==> config.mk <==
export PLATFORM = sky130hd
export DESIGN_NAME = dac_word_latch
export DESIGN_NICKNAME = d
export VERILOG_FILES = /design/src/rtl/dac_word_latch.sv
export SDC_FILE = /design/constraint.sdc
export NUM_CORES = 1
export LEC_CHECK = 0
export BUFFER_PORTS_ARGS = -buffer_cell sky130_fd_sc_hd__buf_4
export CAP_MARGIN = 30
export CORE_MARGIN = 10
export CORE_UTILIZATION = 45
export CTS_CLUSTER_DIAMETER = 100
export DETAILED_ROUTE_END_ITERATION = 10
export PLACE_DENSITY = 0.69
export SYNTH_ARGS = -nofsm -noshare
export SYNTH_HDL_FRONTEND = slang
export SYNTH_SLANG_ARGS = --single-unit
==> constraint.sdc <==
create_clock -name clk -period 2.7 [get_ports clk]
set_clock_uncertainty 0.2 [all_clocks]
set_input_delay 0.27 -clock clk [delete_from_list [all_inputs] [get_ports clk]]
set_output_delay 0.27 -clock clk [all_outputs]
set_load 0.01 [all_outputs]
==> src/rtl/dac_word_latch.sv <==
module dac_word_latch #(
  parameter int W        = 20,
  parameter int DELAY    = 4,
  parameter int MIN_HIGH = 2,
  parameter int MIN_LOW  = 2
) (
  input  logic         clk,
  input  logic         rst,
  input  logic         sdata,
  input  logic         le,
  output logic [W-1:0] code_o,
  output logic         err_o
);
  localparam int DW = $clog2(DELAY + 1);
  localparam int HW = $clog2(MIN_HIGH + 1);
  localparam int LW = $clog2(MIN_LOW + 1);

  logic [W-1:0]  shift_q, hold_q;
  logic          le_q, pend_q, seen_fall_q;
  logic [DW-1:0] dcnt_q;
  logic [HW-1:0] hi_q;
  logic [LW-1:0] lo_q;

  wire fall     = le_q & ~le;
  wire rise     = ~le_q & le;
  wire hi_short = fall && (hi_q < HW'(MIN_HIGH));
  wire lo_short = rise && seen_fall_q && (lo_q < LW'(MIN_LOW));
  wire due      = pend_q && (dcnt_q == DW'(DELAY));

  always_ff @(posedge clk) begin
    if (rst) begin
      shift_q     <= '0;
      hold_q      <= '0;
      code_o      <= '0;
      le_q        <= 1'b0;
      pend_q      <= 1'b0;
      seen_fall_q <= 1'b0;
      dcnt_q      <= '0;
      hi_q        <= '0;
      lo_q        <= '0;
      err_o       <= 1'b0;
    end else begin
      shift_q <= {shift_q[W-2:0], sdata};
      le_q    <= le;

      if (rise) hi_q <= HW'(1);
      else if (le && hi_q != HW'(MIN_HIGH)) hi_q <= hi_q + HW'(1);

      if (fall) lo_q <= LW'(1);
      else if (!le && lo_q != LW'(MIN_LOW)) lo_q <= lo_q + LW'(1);

      if (fall) seen_fall_q <= 1'b1;

      if (fall) begin
        hold_q <= shift_q;
        pend_q <= 1'b1;
        dcnt_q <= DW'(1);
      end else if (due) begin
        code_o <= hold_q;
        pend_q <= 1'b0;
      end else if (pend_q) begin
        dcnt_q <= dcnt_q + DW'(1);
      end

      if (hi_short || lo_short) err_o <= 1'b1;
    end
  end
endmodule

==> out/results.ini, run 1 <==
[clock_network]
clock_path_buffers=2
cts_resized=0
cts_num_sinks=71
cts_tree=built
clock-root-buffer=clkbuf_8
post_cts_buffers=0
clk_latency_ns=0.34
path_clk_slew_ns=0.07
ctsHtreeMaxLevel=3
holdBufCountCts=1
cts_buffers=9

[grt]
grt_pass1_wl_mm=7.83
gr-total-overflow=0
grt_max_degree=67
antenna_found_initial=0
first_global_vias=1621
grt_usage_pct=11.1

[drt]
drtAntennaViolNets=0
topRoutingLayerUsed=met4
wl_met3_um=303
drc=0
routed_wl_mm=4.54
viasPerCell=4.93
wl_met2_mm=1.95
first_pass_iters=4
drtIter0Drc=70
drt-met1-wl_mm=2.16
wl_per_cell_um=13.5
num_vias=1651

[synthesis]
ys_top_cells_by_count=71 x dfxtp_1, 26 x nand2b_1, 22 x nor2b_1
yosys.area_share.adder_pct=1.96
synth-main-ff-cell=dfxtp_1
synthCells=233
avgSynthCellArea_um2=10.9
seq_area_frac_synth_pct=55.8
yosys.area.top_type=dfxtp_1
synth_top_family_by_area=simple AND/OR/NAND/NOR gates
synth_edf_count=0
synth_compound_area_share_pct=12.9
synth_area_leaders=dfxtp_1 56%, o22a_1 6.5%, nand2b_1 6.4%
syn-num-nets=241
synth_mux_area_share_pct=5.89
synth-xor-area-share_pct=0
synth.most_common_cell=dfxtp_1
synth_area_mm2=0.00255
ys_warn_count=0
ys_ff_latch=71
synthSimpleGateAreaFrac_pct=18.9
synth_top_area_share_pct=55.8
synthArstFlopShare_pct=0
yosys.cell_types.count=31

[finish]
multi_input_area_mm2=0.00101
fin_cells=335
nets=266
diodes=0
regArea_mm2=0.00142
drive_gt1_share_pct=20.5
area.growth.synth_to_final_pct=18.3
final_area_mm2=0.00301
num-fill-cells=468

[pwr]
power_w=0.00220
p_int_w=0.00175
p_leak_nw=1.24
power_density_mw_per_mm2=729
switchingPower_w=0.000446
p_comb_share_pct=4.1
vdd_drop_max_uv=478
clkPwrFrac_pct=46.5
swShare_pct=20.3
seqPwrFrac_pct=49.5

[sta]
setup_slack_ns=0.790
slew_headroom_pct=61.8
period_share_pct=70.7
fin_crit_ns=1.91
hold_violations=0
setup_viol=0
fmax_ghz=0.524
final_max_slew_viol_count=0
tightest_slew_ns=0.573
setup_tns_ns=0
rsz0062_at_grt=false

[setup_path]
path_max_fanout=15
worstSetupStartpoint=dcnt_q[0]
startpoint_type=flip-flop
cp-end-kind=flip-flop
rr_worst_depth=7
crit_end=code_o[2]
cp.required_ns=2.77
critical_path_arrival_ns=1.98
timing.rr.start=dcnt_q[0]
r2r_slack_ns=0.79
crit_type=reg -> reg
r2r_end=code_o[2]

[min_path]
worstHoldStart=le
hold_path_class=in -> reg
whs_path_depth=2

[floorplanning]
start_util_pct=46.3
die-area_mm2=0.00907
fp.dieW_um=95.2
die_y_um=95.2
ios=25
core-area_mm2=0.00551
rows=27

[run_status]
outcome=finished, final reports clean

[placement]
numPortBuffers=24
place_inst=318
place_area_mm2=0.00276
hpwl_mm=2.91
gp_congestion=0.679
post-place-ws_ns=0.789

[flow_run]
maxCapViolCount=0

[sequential cells by signal, summed over array words and instances (netlist names)]
| signal | cells |
|---|---|
| hold_q | 20 |
| shift_q | 20 |
| le_q | 1 |
| seen_fall_q | 1 |
| err_o | 1 |
| lo_q | 2 |
| hi_q | 2 |
| dcnt_q | 3 |
| code_o | 20 |
| pend_q | 1 |
[layout by cell type (no fill, tap or decap), types with 3 or more instances in the layout]
master     instances
mux2i_1           15
nor2b_1           22
buf_4             29
clkbuf_8          10
inv_1              5
o21ai_0            8
or3b_1             3
ha_1               4
or3b_2             4
dfxtp_1           71
nor3_1             3
o22a_1            19
nand2b_1          26
a21oi_1           12
bufinv_16          3
nor2_1             8
[power groups by stage]
| stage | clock [W] | sequential (W) | combinational (W) |
|---|---|---|---|
| final | 0.00102 | 0.00109 | 0.0000892 |
| after global routing | 0.00109 | 0.00109 | 0.0000994 |
| after CTS | 0.00105 | 0.00109 | 0.0000904 |
| after detailed placement | 0 | 0.00111 | 0.0000886 |
| after global placement | 0 | 0.00111 | 0.0000863 |
| after floorplan | 0 | 0.00111 | 0.0000749 |
[routing by layer]
metal / vias to the layer above / track usage [%]
li1: 841 / -
met1: 762 / 13.7
met2: 36 / 15.3
met3: 12 / 5.03
met4: 0 / 7.11
met5: - / 0
[worst min path at each step]
stage	end	slack (ns)
final	le_q	0.05
after CTS	le_q	0.03
after detailed placement	shift_q[12]	0.25
after floorplan	shift_q[0]	0.20
after global placement	hold_q[19]	0.25
after global routing	le_q	0.04
[logic make-up (layout without fill, tap and decap cells)]
kind of cell / count (synthesis) / count (layout)
adders and majority gates: 4 / 4
and+or+nand+nor: 76 / 76
DFF: 71 / 71
muxes: 15 / 15
buffers and inverters: 21 / 51
AOI/OAI and AO/OA: 46 / 46
[area by class of cell]
class / count / area share (%)
Clock inverter: 6 / 3.57
Sequential cell: 71 / 47.2
Clock buffer: 10 / 4.57
Inverter: 5 / 0.623
Multi-Input combinational cell: 141 / 33.5
Timing Repair Buffer: 30 / 7.55
Tap cell: 72 / 2.99
[stage by stage]
stage	hold slack [ns]	utilization [%]
6_report	0.0493	54.7
4_1_cts	0.0292	54.7
3_5_place_dp	0.255	50.1
5_1_grt	0.0431	54.7
2_1_floorplan	0.198	-
3_3_place_gp	0.249	50.1
[critical path, stage by stage (launching register included)]
cell,delay (ns)
dfxtp_1,0.33
inv_1,0.08
ha_1,0.19
nand3_1,0.08
buf_4,0.19
nor2_2,0.33
buf_4,0.27
mux2i_1,0.18
Note: power is estimated with default switching activity, not from simulation.
==> run 2: changes to the inputs <==
==> constraint.sdc (replaced) <==
create_clock -name clk -period 1.92 [get_ports clk]
set_clock_uncertainty 0.2 [all_clocks]
set_input_delay 0.192 -clock clk [delete_from_list [all_inputs] [get_ports clk]]
set_output_delay 0.192 -clock clk [all_outputs]
set_load 0.01 [all_outputs]
==> run 2 against run 1 <==
Net effect:
- combinational power is 48% higher
- setup slack got worse by 0.64 ns
- hold slack improved by 0.22 ns
- sequential share of layout area down 0.14 points
- largest power group unchanged
- flip-flop and latch count stayed put
- power grew 33%
==> out/results.ini, run 2 (synthesized netlist as in run 1, its figures left out) <==
[grt]
antenna_found_initial=0  ; unchanged
grt_max_degree=28  ; -58%
first_global_vias=1679  ; +3.6%
met2_usage_pct=16.4  ; +1.1 points
gr-total-overflow=0  ; unchanged
met3_usage_pct=5.42  ; +0.39 points
grt_pass1_wl_mm=7.88  ; +0.61%
busiest_layer=met2
grt_usage_pct=10.9  ; -0.23 points
met1_usage_pct=13.0  ; -0.69 points

[min_path]
hold_path_class=reg -> reg

[floorplanning]
core-area_mm2=0.00551  ; unchanged
die-area_mm2=0.00907  ; unchanged
fp.dieW_um=95.2  ; unchanged
rows=27  ; unchanged
ios=25  ; unchanged
die_y_um=95.2  ; unchanged
start_util_pct=46.3  ; unchanged

[sta]
final_max_slew_viol_count=0  ; unchanged
slew_headroom_pct=46.8  ; -15 points
rsz0062_at_grt=false
setup_slack_ns=0.145  ; -0.644 ns
fmax_ghz=0.563
setup_tns_ns=0  ; unchanged
period_share_pct=92.4
hold_violations=0  ; unchanged
fin_crit_ns=1.77
tightest_slew_ns=0.798  ; +0.225 ns
setup_viol=0  ; unchanged

[clock_network]
post_cts_buffers=0  ; unchanged
clk_latency_ns=0.33  ; about the same
clock_path_buffers=2  ; unchanged
ctsHtreeMaxLevel=3  ; unchanged
cts_resized=0  ; unchanged
clock-root-buffer=clkbuf_8
cts_tree=built
path_clk_slew_ns=0.07  ; about the same
cts_num_sinks=71  ; unchanged
cts_buffers=9  ; unchanged
holdBufCountCts=3  ; +2

[finish]
drive_gt1_share_pct=21.3  ; +0.74 points
final_area_mm2=0.00302  ; +0.29%
reg_top3=code_o: 20 flops, hold_q: 20 flops, shift_q: 20 flops
fin_cells=340  ; +1.5%
nets=271  ; +1.9%
utilization_pct=54.9  ; +0.16 points
num-fill-cells=499  ; +6.6%
diodes=0  ; unchanged
area.growth.synth_to_final_pct=18.7
final_common_cell=dfxtp_1
layout_common_cells=71 x dfxtp_1, 32 x buf_4, 26 x nand2b_1

[drt]
drtIter0Drc=65  ; -7.1%
drtAntennaViolNets=0  ; unchanged
drc=0  ; unchanged
viasPerCell=4.86  ; -1.5%
routed_wl_mm=4.49  ; -1.1%
num_vias=1651  ; unchanged
wl_per_cell_um=13.2  ; -2.5%
first_pass_iters=4  ; unchanged

[setup_path]
path_delay_family=buffers and inverters
path_max_fanout=19  ; +4
crit_type=in -> reg
cp_num_buf_inv=2  ; -1
max_stage_delay_ns=0.64  ; +0.31 ns
slowest_stage=nor2_2
critical_path_arrival_ns=1.85  ; -0.13 ns
cp.required_ns=1.99  ; -0.78 ns
r2r_slack_ns=0.21  ; -0.58 ns
crit_chain=dlygate4sd3_1, buf_4, nor2_2, o22a_1
startpoint_type=input port
cp-end-kind=flip-flop

[pwr]
p_leak_nw=1.25  ; +0.83%
power_density_mw_per_mm2=964  ; +32%
vdd_drop_max_uv=428  ; -10%

[placement]
numPortBuffers=24  ; unchanged
place_area_mm2=0.00278  ; +0.82%
post-place-ws_ns=0.216  ; -0.573 ns
gp_congestion=0.686  ; +0.90%
place_inst=321  ; +0.94%
hpwl_mm=3.00  ; +3.3%

[flow_run]
maxCapViolCount=0  ; unchanged

[run_status]
outcome=finished, final reports clean

-- run 2: cell count changes in the layout (fill, tap and decap cells not counted) --
| cell | change |
|---|---|
| clkbuf_8 | -1 |
| clkinv_2 | +2 |
| buf_4 | +3 |
| dlygate4sd3_1 | +2 |
| bufinv_16 | -1 |
-- run 2: cell type report --
| class | count | area (µm²) | share of cell area (%) |
|---|---|---|---|
| well taps | 72 | 90.1 | 2.98 |
| multi-input cells | 141 | 1010 | 33.4 |
| repair buffers | 35 | 270 | 8.94 |
| flip-flops and latches | 71 | 1420 | 47.0 |
| clock buffers | 9 | 124 | 4.10 |
| clock inverters | 7 | 87.6 | 2.90 |
| inverters | 5 | 18.8 | 0.621 |
-- run 2: worst reg2reg max path: cells and delay by family (launching register included) --
| family | cells | cell delay, ns |
|---|---|---|
| adders and majority gates | 1 | 0.18 |
| muxes | 1 | 0.21 |
| buffers and inverters | 3 | 0.49 |
| and+or+nand+nor | 2 | 0.23 |
| DFF | 1 | 0.33 |
-- run 2: worst paths after layout --
check | endpoint | startpoint | cells past startpoint
max | hold_q[6] | rst | 4
max reg2reg | code_o[13] | dcnt_q[0] | 7
min | shift_q[11] | shift_q[10] | 1
min reg2reg | shift_q[11] | shift_q[10] | 1
-- run 2: where the power goes --
group	total, W	internal (W)	switching, W	leakage, nW
clock	0.00125	0.000722	0.000532	0.109
sequential	0.00153	0.00151	0.0000197	0.576
combinational	0.000132	0.0000653	0.0000671	0.568
-- run 2: layer usage --
layer  share of wire (%)  up-vias
li1                    -      859
met1                  49      760
met2                  43       30
met3                 6.9        2
met4                0.67        0
met5                   0        -
-- run 2: stage by stage --
step / hold WS [ns] / power [W]
final: 0.265 / 0.00291
after global routing: 0.278 / 0.00303
after CTS: 0.267 / 0.00295
after detailed placement: 0.220 / 0.00169
after global placement: 0.212 / 0.00169
after floorplan: 0.120 / 0.00166
==> run 3: changes to the inputs <==
==> constraint.sdc (replaced) <==
create_clock -name clk -period 2 [get_ports clk]
set_clock_uncertainty 0.2 [all_clocks]
set_input_delay 0.2 -clock clk [delete_from_list [all_inputs] [get_ports clk]]
set_output_delay 0.2 -clock clk [all_outputs]
set_load 0.01 [all_outputs]
==> run 3 against run 2 <==
Net effect:
- setup slack improved by 0.084 ns
- die area did not move
- via count did not move
- largest cell class unchanged
- highest routed layer unchanged
==> out/results.ini, run 3 (synthesized netlist as in run 1, its figures left out) <==
[placement]
place_inst=318  ; -0.93%
hpwl_mm=2.86  ; -4.8%
gp_congestion=0.651  ; -5.0%
numPortBuffers=24  ; unchanged
post-place-ws_ns=0.0808  ; -0.135 ns

[clock_network]
clock_path_buffers=2  ; unchanged
post_cts_buffers=0  ; unchanged
path_clk_slew_ns=0.08  ; about the same
cts_buffers=9  ; unchanged
cts_num_sinks=71  ; unchanged
cts_tree=built
clk_latency_ns=0.35  ; +0.02 ns
clock-root-buffer=clkbuf_8
ctsHtreeMaxLevel=3  ; unchanged

[grt]
gr-total-overflow=0  ; unchanged
grt_pass1_wl_mm=7.48  ; -5.1%
antenna_found_initial=0  ; unchanged
grt_usage_pct=10.6  ; -0.30 points
grt_max_degree=44  ; +57%
first_global_vias=1589  ; -5.4%

[sta]
hold_violations=0  ; unchanged
rsz0062_at_grt=false
setup_viol=0  ; unchanged
period_share_pct=88.5
tightest_slew_ns=0.791  ; -0.00638 ns
fin_crit_ns=1.77
setup_tns_ns=0  ; unchanged
final_max_slew_viol_count=0  ; unchanged
slew_headroom_pct=47.2  ; +0.43 points
fmax_ghz=0.565
setup_slack_ns=0.230  ; +0.0843 ns

[drt]
num_vias=1651  ; unchanged
drtAntennaViolNets=0  ; unchanged
drc=0  ; unchanged
wl_per_cell_um=13.2  ; -0.18%
first_pass_iters=4  ; unchanged
viasPerCell=4.91  ; +1.2%
routed_wl_mm=4.43  ; -1.4%
drtIter0Drc=75  ; +15%

[floorplanning]
ios=25  ; unchanged
core-area_mm2=0.00551  ; unchanged
fp.dieW_um=95.2  ; unchanged
rows=27  ; unchanged
die-area_mm2=0.00907  ; unchanged
die_y_um=95.2  ; unchanged
start_util_pct=46.3  ; unchanged

[finish]
diodes=0  ; unchanged
reg_top3=code_o: 20 flops, hold_q: 20 flops, shift_q: 20 flops
area.growth.synth_to_final_pct=17.4
drive_gt1_share_pct=20.8  ; -0.44 points
nets=267  ; -1.5%
fin_cells=336  ; -1.2%
final_common_cell=dfxtp_1
layout_common_cells=71 x dfxtp_1, 29 x buf_4, 26 x nand2b_1

[setup_path]
slowest_stage=or3b_2
cp-end-kind=flip-flop
startpoint_type=flip-flop
crit_chain=inv_1, ha_1, nand3_2, or3b_2, a21oi_1
path_max_fanout=15  ; -4
cp.required_ns=2.07  ; +0.08 ns
critical_path_arrival_ns=1.84  ; about the same
max_stage_delay_ns=0.51  ; -0.13 ns
crit_type=reg -> reg

[flow_run]
maxCapViolCount=0  ; unchanged

[pwr]
power_density_mw_per_mm2=923  ; -4.2%
p_leak_nw=1.23  ; -1.9%
vdd_drop_max_uv=478  ; +12%

[min_path]
hold_path_class=in -> reg

[run_status]
outcome=finished, final reports clean

-- run 3: cell types whose count changed in the layout (fill, tap and decap cells not counted), sizes merged --
| cell | change |
|---|---|
| clkinv | -1 |
| bufinv | -1 |
| inv | +1 |
| buf | -3 |
| clkbuf | +1 |
| dlygate4sd3 | -1 |
-- run 3: path summary, 6_finish.rpt --
kind / start / to / slack (ns) / cells past startpoint
max reg2reg: dcnt_q[0] / code_o[5] / 0.23 / 5
max: dcnt_q[0] / code_o[5] / 0.23 / 5
min: rst / hold_q[19] / 0.06 / 2
min reg2reg: shift_q[11] / shift_q[12] / 0.26 / 1
-- run 3: repair_timing --
| item | in CTS | in global routing |
|---|---|---|
| endpoints found under the setup margin | 0 | 10 |
| endpoints found under the hold margin | 3 | 0 |
| hold buffers | 2 | 0 |
| resized for setup | 0 | 1 |
-- run 3: worst max-delay path: cells and delay by family, from the launching register on --
| kind | cells | cell delay, ns |
|---|---|---|
| and+or+nand+nor | 2 | 0.74 |
| DFF | 1 | 0.33 |
| adders and majority gates | 1 | 0.21 |
| AOI/OAI and AO/OA | 1 | 0.13 |
| buffers and inverters | 1 | 0.08 |
-- run 3: report_power, final --
part | internal [W] | leakage [nW] | switching [W]
combinational | 0.0000592 | 0.550 | 0.0000639
sequential | 0.00145 | 0.576 | 0.0000184
clock | 0.000616 | 0.103 | 0.000557
-- run 3: metal layers --
metal,up-vias,share of wire (%),global-route usage [%],wire (µm)
li1,854,-,-,-
met1,764,48,12.7,2110
met2,24,43,14.9,1920
met3,9,7.0,5.11,310
met4,0,2.1,6.48,95
met5,-,0,0,0
-- run 3: final cells by class --
cell class                 instances  area [µm²]
timing repair buffer              31         238
fill                             499        2520
sequential                        71        1420
tap                               72        90.1
inverter                           5        18.8
clock inverter                     6        68.8
multi-input combinational        141        1020
clock buffer                      10         138
-- run 3: through the flow --
step	utilization (%)	cell area, µm²	hold WS (ns)	power (W)
2_1_floorplan	-	2550	0.128	0.00159
3_3_place_gp	50.1	2760	0.223	0.00161
3_5_place_dp	50.1	2760	0.222	0.00162
4_1_cts	54.2	2990	0.0496	0.00279
5_1_grt	54.3	2990	0.0769	0.00287
6_report	54.3	2990	0.0618	0.00276
